==> src/rtl/ctl_dec_pkg.sv <==
package ctl_dec_pkg;

  typedef enum logic {
    SRC_INT = 1'b0,
    SRC_EXT = 1'b1
  } clk_src_e;

  // Decide whether a pending source change may be taken this cycle.
  function automatic logic swap_ok(input clk_src_e cur,
                                   input logic     want_ext,
                                   input logic     osc_tick,
                                   input logic     ph_b);
    logic pending;
    pending = (want_ext != (cur == SRC_EXT));
    if (!pending || !osc_tick) return 1'b0;
    // leaving the external source: it has gone quiet, any internal tick
    // entering it: only where the internal divider wraps to phase A
    return (cur == SRC_EXT) ? 1'b1 : ph_b;
  endfunction

  // Saturating run counter step.
  function automatic int unsigned run_step(input logic        clear,
                                           input int unsigned cur,
                                           input int unsigned limit);
    if (clear) return 0;
    return (cur >= limit) ? limit : cur + 1;
  endfunction

endpackage

==> src/rtl/ctl_pin_sync.sv <==
module ctl_pin_sync #(
  parameter int SYNC_STAGES = 2
) (
  input  logic clk_ref,
  input  logic rst_n,
  input  logic pin_async,
  output logic lvl_o,
  output logic edge_o,
  output logic rise_o
);
  logic [SYNC_STAGES-1:0] chain_q;
  logic                   prev_q;

  genvar g;
  generate
    for (g = 0; g < SYNC_STAGES; g++) begin : g_stage
      if (g == 0) begin : g_first
        always_ff @(posedge clk_ref or negedge rst_n)
          if (!rst_n) chain_q[0] <= 1'b0;
          else        chain_q[0] <= pin_async;
      end else begin : g_next
        always_ff @(posedge clk_ref or negedge rst_n)
          if (!rst_n) chain_q[g] <= 1'b0;
          else        chain_q[g] <= chain_q[g-1];
      end
    end
  endgenerate

  always_ff @(posedge clk_ref or negedge rst_n)
    if (!rst_n) prev_q <= 1'b0;
    else        prev_q <= chain_q[SYNC_STAGES-1];

  assign lvl_o  = chain_q[SYNC_STAGES-1];
  assign edge_o = lvl_o ^ prev_q;
  assign rise_o = lvl_o & ~prev_q;
endmodule

==> src/rtl/ctl_oneshot.sv <==
module ctl_oneshot #(
  parameter int HOLD_CYCLES = 200
) (
  input  logic clk_ref,
  input  logic rst_n,
  input  logic retrig_i,
  output logic active_o
);
  localparam int CW = $clog2(HOLD_CYCLES + 1);
  logic [CW-1:0] left_q;

  always_ff @(posedge clk_ref or negedge rst_n)
    if (!rst_n)             left_q <= '0;
    else if (retrig_i)      left_q <= CW'(HOLD_CYCLES);
    else if (left_q != '0)  left_q <= left_q - CW'(1);

  assign active_o = (left_q != '0);
endmodule

==> src/rtl/ctl_enable_ctrl.sv <==
module ctl_enable_ctrl import ctl_dec_pkg::*; #(
  parameter int LOW_CYCLES = 200
) (
  input  logic clk_ref,
  input  logic rst_n,
  input  logic lvl_i,
  input  logic det_i,
  output logic en_o,
  output logic expired_o
);
  localparam int LW = $clog2(LOW_CYCLES + 1);
  logic [LW-1:0] run_q;
  logic          en_q;

  always_ff @(posedge clk_ref or negedge rst_n)
    if (!rst_n) run_q <= '0;
    else        run_q <= LW'(run_step(lvl_i, int'(run_q), LOW_CYCLES));

  assign expired_o = (run_q == LW'(LOW_CYCLES));

  always_ff @(posedge clk_ref or negedge rst_n)
    if (!rst_n)               en_q <= 1'b0;
    else if (lvl_i || det_i)  en_q <= 1'b1;
    else if (expired_o)       en_q <= 1'b0;

  assign en_o = en_q;
endmodule

==> src/rtl/ctl_phase_gen.sv <==
module ctl_phase_gen import ctl_dec_pkg::*; (
  input  logic clk_ref,
  input  logic rst_n,
  input  logic en_i,
  input  logic det_i,
  input  logic ext_rise_i,
  input  logic osc_tick_i,
  output logic src_ext_o,
  output logic ph_o,
  output logic tick_o,
  output logic swap_o
);
  clk_src_e src_q;
  logic     ph_q;

  assign swap_o = en_i && swap_ok(src_q, det_i, osc_tick_i, ph_q);
  assign tick_o = (src_q == SRC_EXT) ? ext_rise_i : osc_tick_i;

  always_ff @(posedge clk_ref or negedge rst_n)
    if (!rst_n) begin
      src_q <= SRC_INT;
      ph_q  <= 1'b0;
    end else if (!en_i) begin
      src_q <= clk_src_e'(det_i);
      ph_q  <= 1'b0;
    end else if (swap_o) begin
      src_q <= clk_src_e'(det_i);
      ph_q  <= 1'b0;
    end else if (tick_o) begin
      ph_q  <= ~ph_q;
    end

  assign src_ext_o = (src_q == SRC_EXT);
  assign ph_o      = ph_q;
endmodule

==> src/rtl/ctl_pin_decoder.sv <==
module ctl_pin_decoder #(
  parameter int SYNC_STAGES = 2,
  parameter int HOLD_CYCLES = 200,
  parameter int LOW_CYCLES  = 200
) (
  input  logic clk_ref,
  input  logic rst_n,
  input  logic ctl_pin,
  input  logic osc_tick,
  output logic enable_o,
  output logic clk_det_o,
  output logic src_ext_o,
  output logic phase_a_o,
  output logic phase_b_o
);
  logic sync_lvl, sync_edge, sync_rise;
  logic det, en, low_expired;
  logic div_ph, div_tick, div_swap;

  ctl_pin_sync #(.SYNC_STAGES(SYNC_STAGES)) u_sync (
    .clk_ref(clk_ref), .rst_n(rst_n), .pin_async(ctl_pin),
    .lvl_o(sync_lvl), .edge_o(sync_edge), .rise_o(sync_rise)
  );

  ctl_oneshot #(.HOLD_CYCLES(HOLD_CYCLES)) u_shot (
    .clk_ref(clk_ref), .rst_n(rst_n), .retrig_i(sync_edge), .active_o(det)
  );

  ctl_enable_ctrl #(.LOW_CYCLES(LOW_CYCLES)) u_en (
    .clk_ref(clk_ref), .rst_n(rst_n), .lvl_i(sync_lvl), .det_i(det),
    .en_o(en), .expired_o(low_expired)
  );

  ctl_phase_gen u_phase (
    .clk_ref(clk_ref), .rst_n(rst_n), .en_i(en), .det_i(det),
    .ext_rise_i(sync_rise), .osc_tick_i(osc_tick),
    .src_ext_o(src_ext_o), .ph_o(div_ph), .tick_o(div_tick), .swap_o(div_swap)
  );

  assign enable_o  = en;
  assign clk_det_o = det;
  assign phase_a_o = en & ~div_ph;
  assign phase_b_o = en &  div_ph;
endmodule

==> config.mk <==
export PLATFORM = sky130hd
export DESIGN_NAME = ctl_pin_decoder
export DESIGN_NICKNAME = d
export VERILOG_FILES = /design/src/rtl/ctl_dec_pkg.sv /design/src/rtl/ctl_pin_sync.sv /design/src/rtl/ctl_oneshot.sv /design/src/rtl/ctl_enable_ctrl.sv /design/src/rtl/ctl_phase_gen.sv /design/src/rtl/ctl_pin_decoder.sv
export SDC_FILE = /design/constraint.sdc
export NUM_CORES = 1
export LEC_CHECK = 0
export BUFFER_PORTS_ARGS = -buffer_cell sky130_fd_sc_hd__clkbuf_2
export CAP_MARGIN = 25
export CORE_MARGIN = 2
export CORE_UTILIZATION = 45
export DETAILED_ROUTE_END_ITERATION = 12
export GPL_TIMING_DRIVEN = 0
export PLACE_DENSITY = 0.69
export SYNTH_ARGS = -nofsm -noshare
export SYNTH_HDL_FRONTEND = slang
export SYNTH_SLANG_ARGS = --single-unit
==> constraint.sdc <==
create_clock -name clk_ref -period 2.7 [get_ports clk_ref]
set_input_delay 0.405 -clock clk_ref [delete_from_list [all_inputs] [get_ports clk_ref]]
set_output_delay 0.405 -clock clk_ref [all_outputs]
set_load 0.005 [all_outputs]
==> flow_summary.toml, run 1 <==
[route]
wl_per_cell_um = 15.4
drt_pass1_iterations = 4
num_vias = 841
postRouteAntennaNets = 0
via_per_inst = 5.84
drcViolationCount = 0
wl_met1_um = 967
wl_met2_um = 1130
highest_layer = "met4"
initialDrtViolationCount = 15
finalWirelength_um = 2210
met3_length_um = 97

[final_layout]
nNetsFinal = 126
antennaDiodeCount = 0
fillerInstances = 208
final_area_um2 = 1220
areaGrowthSynthToFinish_pct = 11.9
drive_gt1_share_pct = 16.4

[global_routing]
grt-ovfl-total = 0
grt_max_degree = 23
grt_usage_pct = 18.1
grt_pass1_vias = 876
grt_pass1_wl_um = 3680
grt_antenna_before_repair = 0

[die]
die_area_um2 = 2840
die_x_um = 53.3
initial_core_util_pct = 48.6
core_area_um2 = 2250
ioPinCount = 9
die_h_um = 53.3
std_cell_rows = 17

[setup_path]
r2r_end = "u_shot.left_q[1]"
crit_path_start = "u_shot.left_q[0]"
worstPathArrival_ns = 2.00
critPathLaunchType = "register"
cp-end-kind = "output port"
reg2reg_depth = 6
rrSetupSlack_ns = 0.82
critPathMaxFanout = 6
critPathRequiredTime_ns = 2.30
crit_type = "register to output port"
r2r_start = "u_shot.left_q[0]"
endpoint = "clk_det_o"

[place]
place_ws_ns = 0.512
io_buffers = 8
place_congestion = 0.742
place_area_um2 = 1170
post-dp-hpwl_um = 1530

[clock_tree]
cts-resized-gates = 0
cts_buffers = 3
cts_buffer_depth = 2
path_clk_slew_ns = 0.12
cts_sinks = 22
ctsRootBufferMaster = "clkbuf_4"
cts_tree = "yes"
h-tree-depth = 1
clock_latency_ns = 0.31
postCtsSetupBuffers = 0
cts_hold_buf = 0

[synth]
post-synth-top-count-cell = "dfrtp_1"
syn_inst = 104
synth.cell_area_um2 = 1090
syn_nets = 113
ys_seq_area_share_pct = 50.3
syn_avg_cell_area_um2 = 10.5
synth_top_cell_by_area = "dfrtp_1"
async_flop_share_pct = 100
yosysWarnings = 0
synth_top_area_share_pct = 50.3
synth_edf_count = 0
synth_top_flop_cell = "dfrtp_1"
synth_cell_type_count = 38
synth_seq_cells = 22
synth_area_leaders = "dfrtp_1, ha_1, nand3_1, inv_1, nor2_1"
synthTopCellsByCount = "dfrtp_1, inv_1, nor2_1, nand3_1"

[pwr]
irDropWorstVdd_uv = 350
cellLeakagePower_nw = 0.528
p_per_area_nw_per_um2 = 668

[sta]
layout_setup_ws_ns = 0.295
fmaxAchievable_mhz = 416
rsz0062_at_grt = "false"
post-route-period-util_pct = 89.1
setup_tns_ns = 0
tightest_slew_ns = 0.616
final-hold-violation-count = 0
slew_headroom_pct = 58.4
slew_viol_final = 0
clock_skew_ns = 0.00390
post-route-min-period_ns = 2.41
setup_viol = 0

[min_path]
hp-class = "primary input to asynchronous set/reset pin"

[run_status]
status = "completed"

[run]
cap_violations = 0
[cell families after synthesis]
logic type      share of synthesized area, %
compound gates                          15.4
xor+xnor                                3.20
fa+ha+maj                               5.71
buf+inv                                 3.20
flops                                   50.3
mux                                    0.914
simple gates                            21.3
[worst min-delay path by stage]
stage / to / from / slack [ns] / cells after the start
global route: u_shot.left_q[3] / rst_n / 0.08 / 1
detailed placement: u_sync.lvl_o / u_sync.chain_q[0] / 0.34 / 0
global placement: u_sync.lvl_o / u_sync.chain_q[0] / 0.33 / 0
CTS: u_en.en_o / rst_n / 0.06 / 1
floorplan: u_en.en_o / rst_n / 0.11 / 0
finish: u_shot.left_q[3] / rst_n / 0.05 / 1
[cell type report]
class,instances,area [um^2],area share [%]
Buffer,1,5.00,0.409
Clock buffer,3,22.5,1.84
Inverter,8,30.0,2.45
Sequential cell,22,551,44.9
Multi-Input combinational cell,73,512,41.8
Tap cell,28,35.0,2.86
Timing Repair Buffer,8,40.0,3.27
Clock inverter,1,30.0,2.45
[flip-flops by register name, summed over array words and instances, names as in the netlist]
signal / flops
u_sync.prev_q: 1
u_sync.chain_q: 1
u_shot.left_q: 8
u_sync.lvl_o: 1
u_phase.ph_o: 1
u_en.run_q: 8
u_phase.src_ext_o: 1
u_en.en_o: 1
[metal layers]
layer	vias to the layer above	GRT usage, %
li1	403	-
met5	-	0
met2	18	32.3
met1	418	20.7
met3	2	2.54
met4	0	8.97
[where the power goes]
part / leakage [nW] / switching, mW / internal (mW)
Clock: 0.0279 / 0.104 / 0.150
Sequential: 0.267 / 0.0464 / 0.366
Combinational: 0.233 / 0.0790 / 0.0738
[placed cells by master (no fill, tap or decap), types with 2 or more instances in the layout]
master and count:
o41ai_1 2, clkbuf_4 3, a21oi_1 4, clkbuf_2 9, xor2_1 3, or4_1 2
inv_1 8, nand2b_1 4, nor2_1 7, or3_2 2, nand3b_1 3, nor2b_1 2
nand3_1 6, dfrtp_1 22, ha_1 5, nand2_1 2, o21ai_0 5, or3_1 2
o311ai_0 2, o31ai_1 2
[through the flow]
stage / hold WS (ns) / total power [mW] / cells / utilization, %
floorplan: 0.109 / 0.511 / 104 / -
global placement: 0.333 / 0.557 / 140 / 51.9
detailed placement: 0.338 / 0.571 / 140 / 51.9
CTS: 0.0646 / 0.826 / 144 / 54.2
global route: 0.0827 / 0.862 / 144 / 54.3
finish: 0.0533 / 0.818 / 144 / 54.3
[critical path: stages (launching register included)]
cell      delay [ns]
dfrtp_1         0.42
inv_1           0.11
ha_1            0.18
or3b_2          0.50
nor2_2          0.25
inv_1           0.11
clkbuf_2        0.12
No activity file was read; power rests on OpenSTA's default activity.
==> inputs of run 2 (changes only) <==
- CORE_ASPECT_RATIO: unset -> 1.1
==> run 2 against run 1 <==
Effect of this change:
- power decreased by 0.62%
- first-iteration DRC count increased by 13%
- flip-flop and latch count unchanged
- count of clock-buffer cells in the layout unchanged
- clock power about the same
- via count decreased by 1.3%
- non-clock buffer count unchanged
- worst setup slack got worse by 0.10 ns
- final area unchanged
- hold slack got worse by 0.0013 ns
- critical path depth unchanged
- critical endpoint unchanged
==> flow_summary.toml, run 2 (same netlist as run 1, synthesis figures left out) <==
[clock_tree]
cts_buffer_depth = 2
postCtsSetupBuffers = 0
ctsRootBufferMaster = "clkbuf_4"
cts-resized-gates = 0
cts_tree = "yes"
path_clk_slew_ns = 0.12
h-tree-depth = 1
clock_latency_ns = 0.31
cts_sinks = 22
cts_hold_buf = 0
cts_buffers = 3

[sta]
slew_headroom_pct = 57.5
clock_skew_ns = 0.00274
fmaxAchievable_mhz = 398
setup_tns_ns = 0
setup_viol = 0
post-route-min-period_ns = 2.51
rsz0062_at_grt = "false"
tightest_slew_ns = 0.630
post-route-period-util_pct = 93.0
slew_viol_final = 0
final-hold-violation-count = 0

[pwr]
clockPowerShare_pct = 31.2
seqPwrFrac_pct = 50.5
swShare_pct = 27.6
power.internal_mw = 0.589
irDropWorstVdd_uv = 419
combPwrFrac_pct = 18.3
p_switching_mw = 0.225
cellLeakagePower_nw = 0.528
p_per_area_nw_per_um2 = 664

[route]
wl_per_cell_um = 13.8
drcViolationCount = 0
drt_pass1_iterations = 4
initialDrtViolationCount = 17
num_vias = 830
via_per_inst = 5.68
postRouteAntennaNets = 0
finalWirelength_um = 2010

[setup_path]
cp-end-kind = "output port"
crit_type = "register to output port"
cpMostUsedCell = "inv_1"
critPathMaxFanout = 6
slowest_stage = "or3b_2"
path_cells = "inv_1 > ha_1 > or3b_2 > nor2_1 > inv_1 > clkbuf_2"
slowest_delay_ns = 0.50
critPathRequiredTime_ns = 2.30
critPathLaunchType = "register"
worstPathArrival_ns = 2.11

[final_layout]
final_cell_mix = "dfrtp_1, clkbuf_2, inv_1, nor2_1, nand3_1"
drive_gt1_share_pct = 15.5
nNetsFinal = 126
fillerInstances = 206
antennaDiodeCount = 0
reg_top3 = "u_en.run_q (8), u_shot.left_q (8)"
multi_input_area_um2 = 509
final_common_cell = "dfrtp_1"
seqCellArea_um2 = 551
areaGrowthSynthToFinish_pct = 11.9
layout.cells.non_filler = 146

[place]
io_buffers = 8
place_congestion = 0.700
post-dp-hpwl_um = 1400
numPlacedInstances = 142

[die]
die_h_um = 55.7
die_area_um2 = 2840
initial_core_util_pct = 48.1
ioPinCount = 9
std_cell_rows = 18
core_area_um2 = 2270
die_x_um = 51.0

[run_status]
status = "completed"

[global_routing]
grt_usage_pct = 16.4
grt_antenna_before_repair = 0
grt_pass1_wl_um = 3590
grt_pass1_vias = 804
grt-ovfl-total = 0
grt_max_degree = 23

[run]
cap_violations = 0

[min_path]
hp-class = "primary input to asynchronous set/reset pin"
## run 2: changes by cell type in the layout (fill, tap and decap cells not counted)
| cell | delta |
|---|---|
| nor2_2 | -1 |
| nor2_1 | +1 |
## run 2: per-layer routing
layer  vias up  global-route usage [%]  part of all wire [%]
met5         -                       0                     0
met4         0                    6.95                  0.75
met3         2                    2.42                   4.8
li1        402                       -                     -
met1       400                    23.4                    48
met2        26                    24.7                    46
## run 2: power groups by stage
stage                     Clock [mW]  Sequential, mW  Combinational [mW]
after floorplan                    0           0.405               0.107
after global placement             0           0.414               0.143
after detailed placement           0           0.417               0.151
after CTS                      0.260           0.410               0.153
after global routing           0.269           0.418               0.175
final                          0.254           0.411               0.149
## run 2: layout make-up
class | count | area share (%)
sequential | 22 | 44.9
multi-input combinational | 73 | 41.6
timing repair buffer | 8 | 3.27
tap | 30 | 3.06
clock inverter | 1 | 2.45
inverter | 8 | 2.45
clock buffer | 3 | 1.84
buffer | 1 | 0.409
## run 2: final timing paths
path                              startpoint                end  slack, ns  depth (start not counted)
min in group clk_ref                 ctl_pin  u_sync.chain_q[0]       0.19                          1
max                         u_shot.left_q[0]          clk_det_o       0.19                          6
min reg2reg                u_sync.chain_q[0]       u_sync.lvl_o       0.37                          0
min                                    rst_n   u_shot.left_q[5]       0.05                          1
max in group asynchronous              rst_n   u_shot.left_q[2]       2.29                          1
max reg2reg                 u_shot.left_q[0]   u_shot.left_q[1]       0.71                          6
## run 2: per-stage QoR
step / cell area [um^2] / setup slack [ns] / utilization [%] / hold WS, ns / total power, mW
global route: 1220 / 0.0763 / 53.9 / 0.0834 / 0.862
global placement: 1170 / 0.572 / 51.5 / 0.333 / 0.557
floorplan: 1090 / 0.878 / - / 0.109 / 0.511
detailed placement: 1170 / 0.539 / 51.5 / 0.337 / 0.568
CTS: 1220 / 0.177 / 53.9 / 0.0569 / 0.823
finish: 1220 / 0.190 / 53.9 / 0.0520 / 0.813
## run 2: critical path: cells and delay by family, from the launching register on
kind          cells  cell delay, ns
flops             1            0.40
fa+ha+maj         1            0.18
buf+inv           3            0.38
simple gates      2            0.84
==> inputs of run 3 (changes only) <==
- CORE_ASPECT_RATIO: 1.1 -> 0.75
==> run 3 against run 2 <==
Effect of this change:
- register-to-register slack better by 0.02 ns
- via count down 1.3%
- non-clock buffer count unchanged
- die area up 0.13%
- sequential power about the same
- highest routed layer unchanged
==> flow_summary.toml, run 3 (same netlist as run 1, synthesis figures left out) <==
[run_status]
status = "completed"

[route]
drcViolationCount = 0
initialDrtViolationCount = 15
finalWirelength_um = 2030
postRouteAntennaNets = 0
via_per_inst = 5.50
wl_per_cell_um = 13.6
num_vias = 819
drt_pass1_iterations = 4

[run]
cap_violations = 0

[global_routing]
grt_pass1_wl_um = 3520
grt_pass1_vias = 774
grt_max_degree = 23
grt_antenna_before_repair = 0
grt_usage_pct = 17.7
grt-ovfl-total = 0

[die]
initial_core_util_pct = 47.4
die_area_um2 = 2850
core_area_um2 = 2310
die_h_um = 46.7
ioPinCount = 9
std_cell_rows = 15
die_x_um = 61.0

[pwr]
cellLeakagePower_nw = 0.514
irDropWorstVdd_uv = 319
p_per_area_nw_per_um2 = 592

[setup_path]
critPathRequiredTime_ns = 2.30
slowest_delay_ns = 0.50
slowest_stage = "or3b_2"
rrSetupSlack_ns = 0.73
cpMostUsedCell = "inv_1"
path_delay_family = "simple AND/OR/NAND/NOR gates"
crit_type = "register to output port"
critPathLaunchType = "register"
reg2reg_depth = 6
crit_cells = 6
critPathBufInv = 3
critPathMaxFanout = 6
cp-end-kind = "output port"
worstPathArrival_ns = 2.10
path_cells = "inv_1 > ha_1 > or3b_2 > nor2_1 > inv_1 > clkbuf_2"

[clock_tree]
path_clk_slew_ns = 0.11
cts_tree = "yes"
h-tree-depth = 1
clock_latency_ns = 0.31
ctsRootBufferMaster = "clkbuf_4"
cts-resized-gates = 0
cts_sinks = 22
cts_buffer_depth = 2
postCtsSetupBuffers = 0
cts_hold_buf = 0
cts_buffers = 3

[sta]
layout_setup_ws_ns = 0.197
tightest_slew_ns = 0.714
setup_tns_ns = 0
rsz0062_at_grt = "false"
post-route-min-period_ns = 2.50
setup_viol = 0
slew_headroom_pct = 51.8
slew_viol_final = 0
timing.hold.ws_ns = 0.0523
clock_skew_ns = 0.00215
fmaxAchievable_mhz = 399
post-route-period-util_pct = 92.7
final-hold-violation-count = 0

[place]
post-dp-hpwl_um = 1520
io_buffers = 8
place_congestion = 0.800
place_ws_ns = 0.530

[final_layout]
reg_top3 = "u_en.run_q (8), u_shot.left_q (8)"
antennaDiodeCount = 0
drive_gt1_share_pct = 14.8
postLayoutCoreUtil_pct = 52.0
areaGrowthSynthToFinish_pct = 9.60
final_common_cell = "dfrtp_1"
final_cell_mix = "dfrtp_1, clkbuf_2, inv_1, nor2_1, nand3_1"
nNetsFinal = 126

[min_path]
hp-class = "primary input to asynchronous set/reset pin"
==> run 3: changes by cell type in the layout (fill, tap and decap cells not counted), sizes merged <==
cell,previous run,this run
bufinv,1,0
==> run 3: path summary, 6_finish.rpt <==
| check | startpoint | to |
|---|---|---|
| min | rst_n | u_shot.left_q[2] |
| max reg2reg | u_shot.left_q[0] | u_shot.left_q[1] |
| max in group asynchronous | rst_n | u_phase.ph_o |
| max | u_shot.left_q[0] | clk_det_o |
| min reg2reg | u_sync.chain_q[0] | u_sync.lvl_o |
| min in group clk_ref | ctl_pin | u_sync.chain_q[0] |
==> run 3: per-layer routing <==
metal	up-vias	routed length (um)	GRT usage, %
met1	394	995	22.8
met3	5	96	5.62
met4	0	31	6.96
met5	-	0	0
met2	19	904	28.0
li1	401	-	-
==> run 3: area by class of cell <==
class	count	area, um^2
plain buffers	1	5.00
clock buffers	3	22.5
fillers	213	1110
inverters	8	30.0
multi-input cells	73	509
flip-flops and latches	22	551
well taps	34	42.5
repair buffers	8	40.0
==> run 3: where the power goes <==
group | internal [mW] | switching (mW)
clock network | 0.0522 | 0.0962
registers | 0.366 | 0.0447
logic | 0.0745 | 0.0770
total | 0.492 | 0.218
==> run 3: through the flow <==
stage / total power, mW / std cells / instance area (um^2)
3_5_place_dp: 0.571 / 146 / 1180
3_3_place_gp: 0.557 / 146 / 1180
5_1_grt: 0.762 / 149 / 1200
6_report: 0.710 / 149 / 1200
4_1_cts: 0.723 / 149 / 1200
2_1_floorplan: 0.511 / 104 / 1090
==> run 3: worst reg2reg max path, cell delays in order, from the launching register on <==
cell and delay (ns):
dfrtp_1 0.40, inv_1 0.10, ha_1 0.18, or3b_2 0.50, nor2_1 0.37, inv_1 0.12, o211a_1 0.22
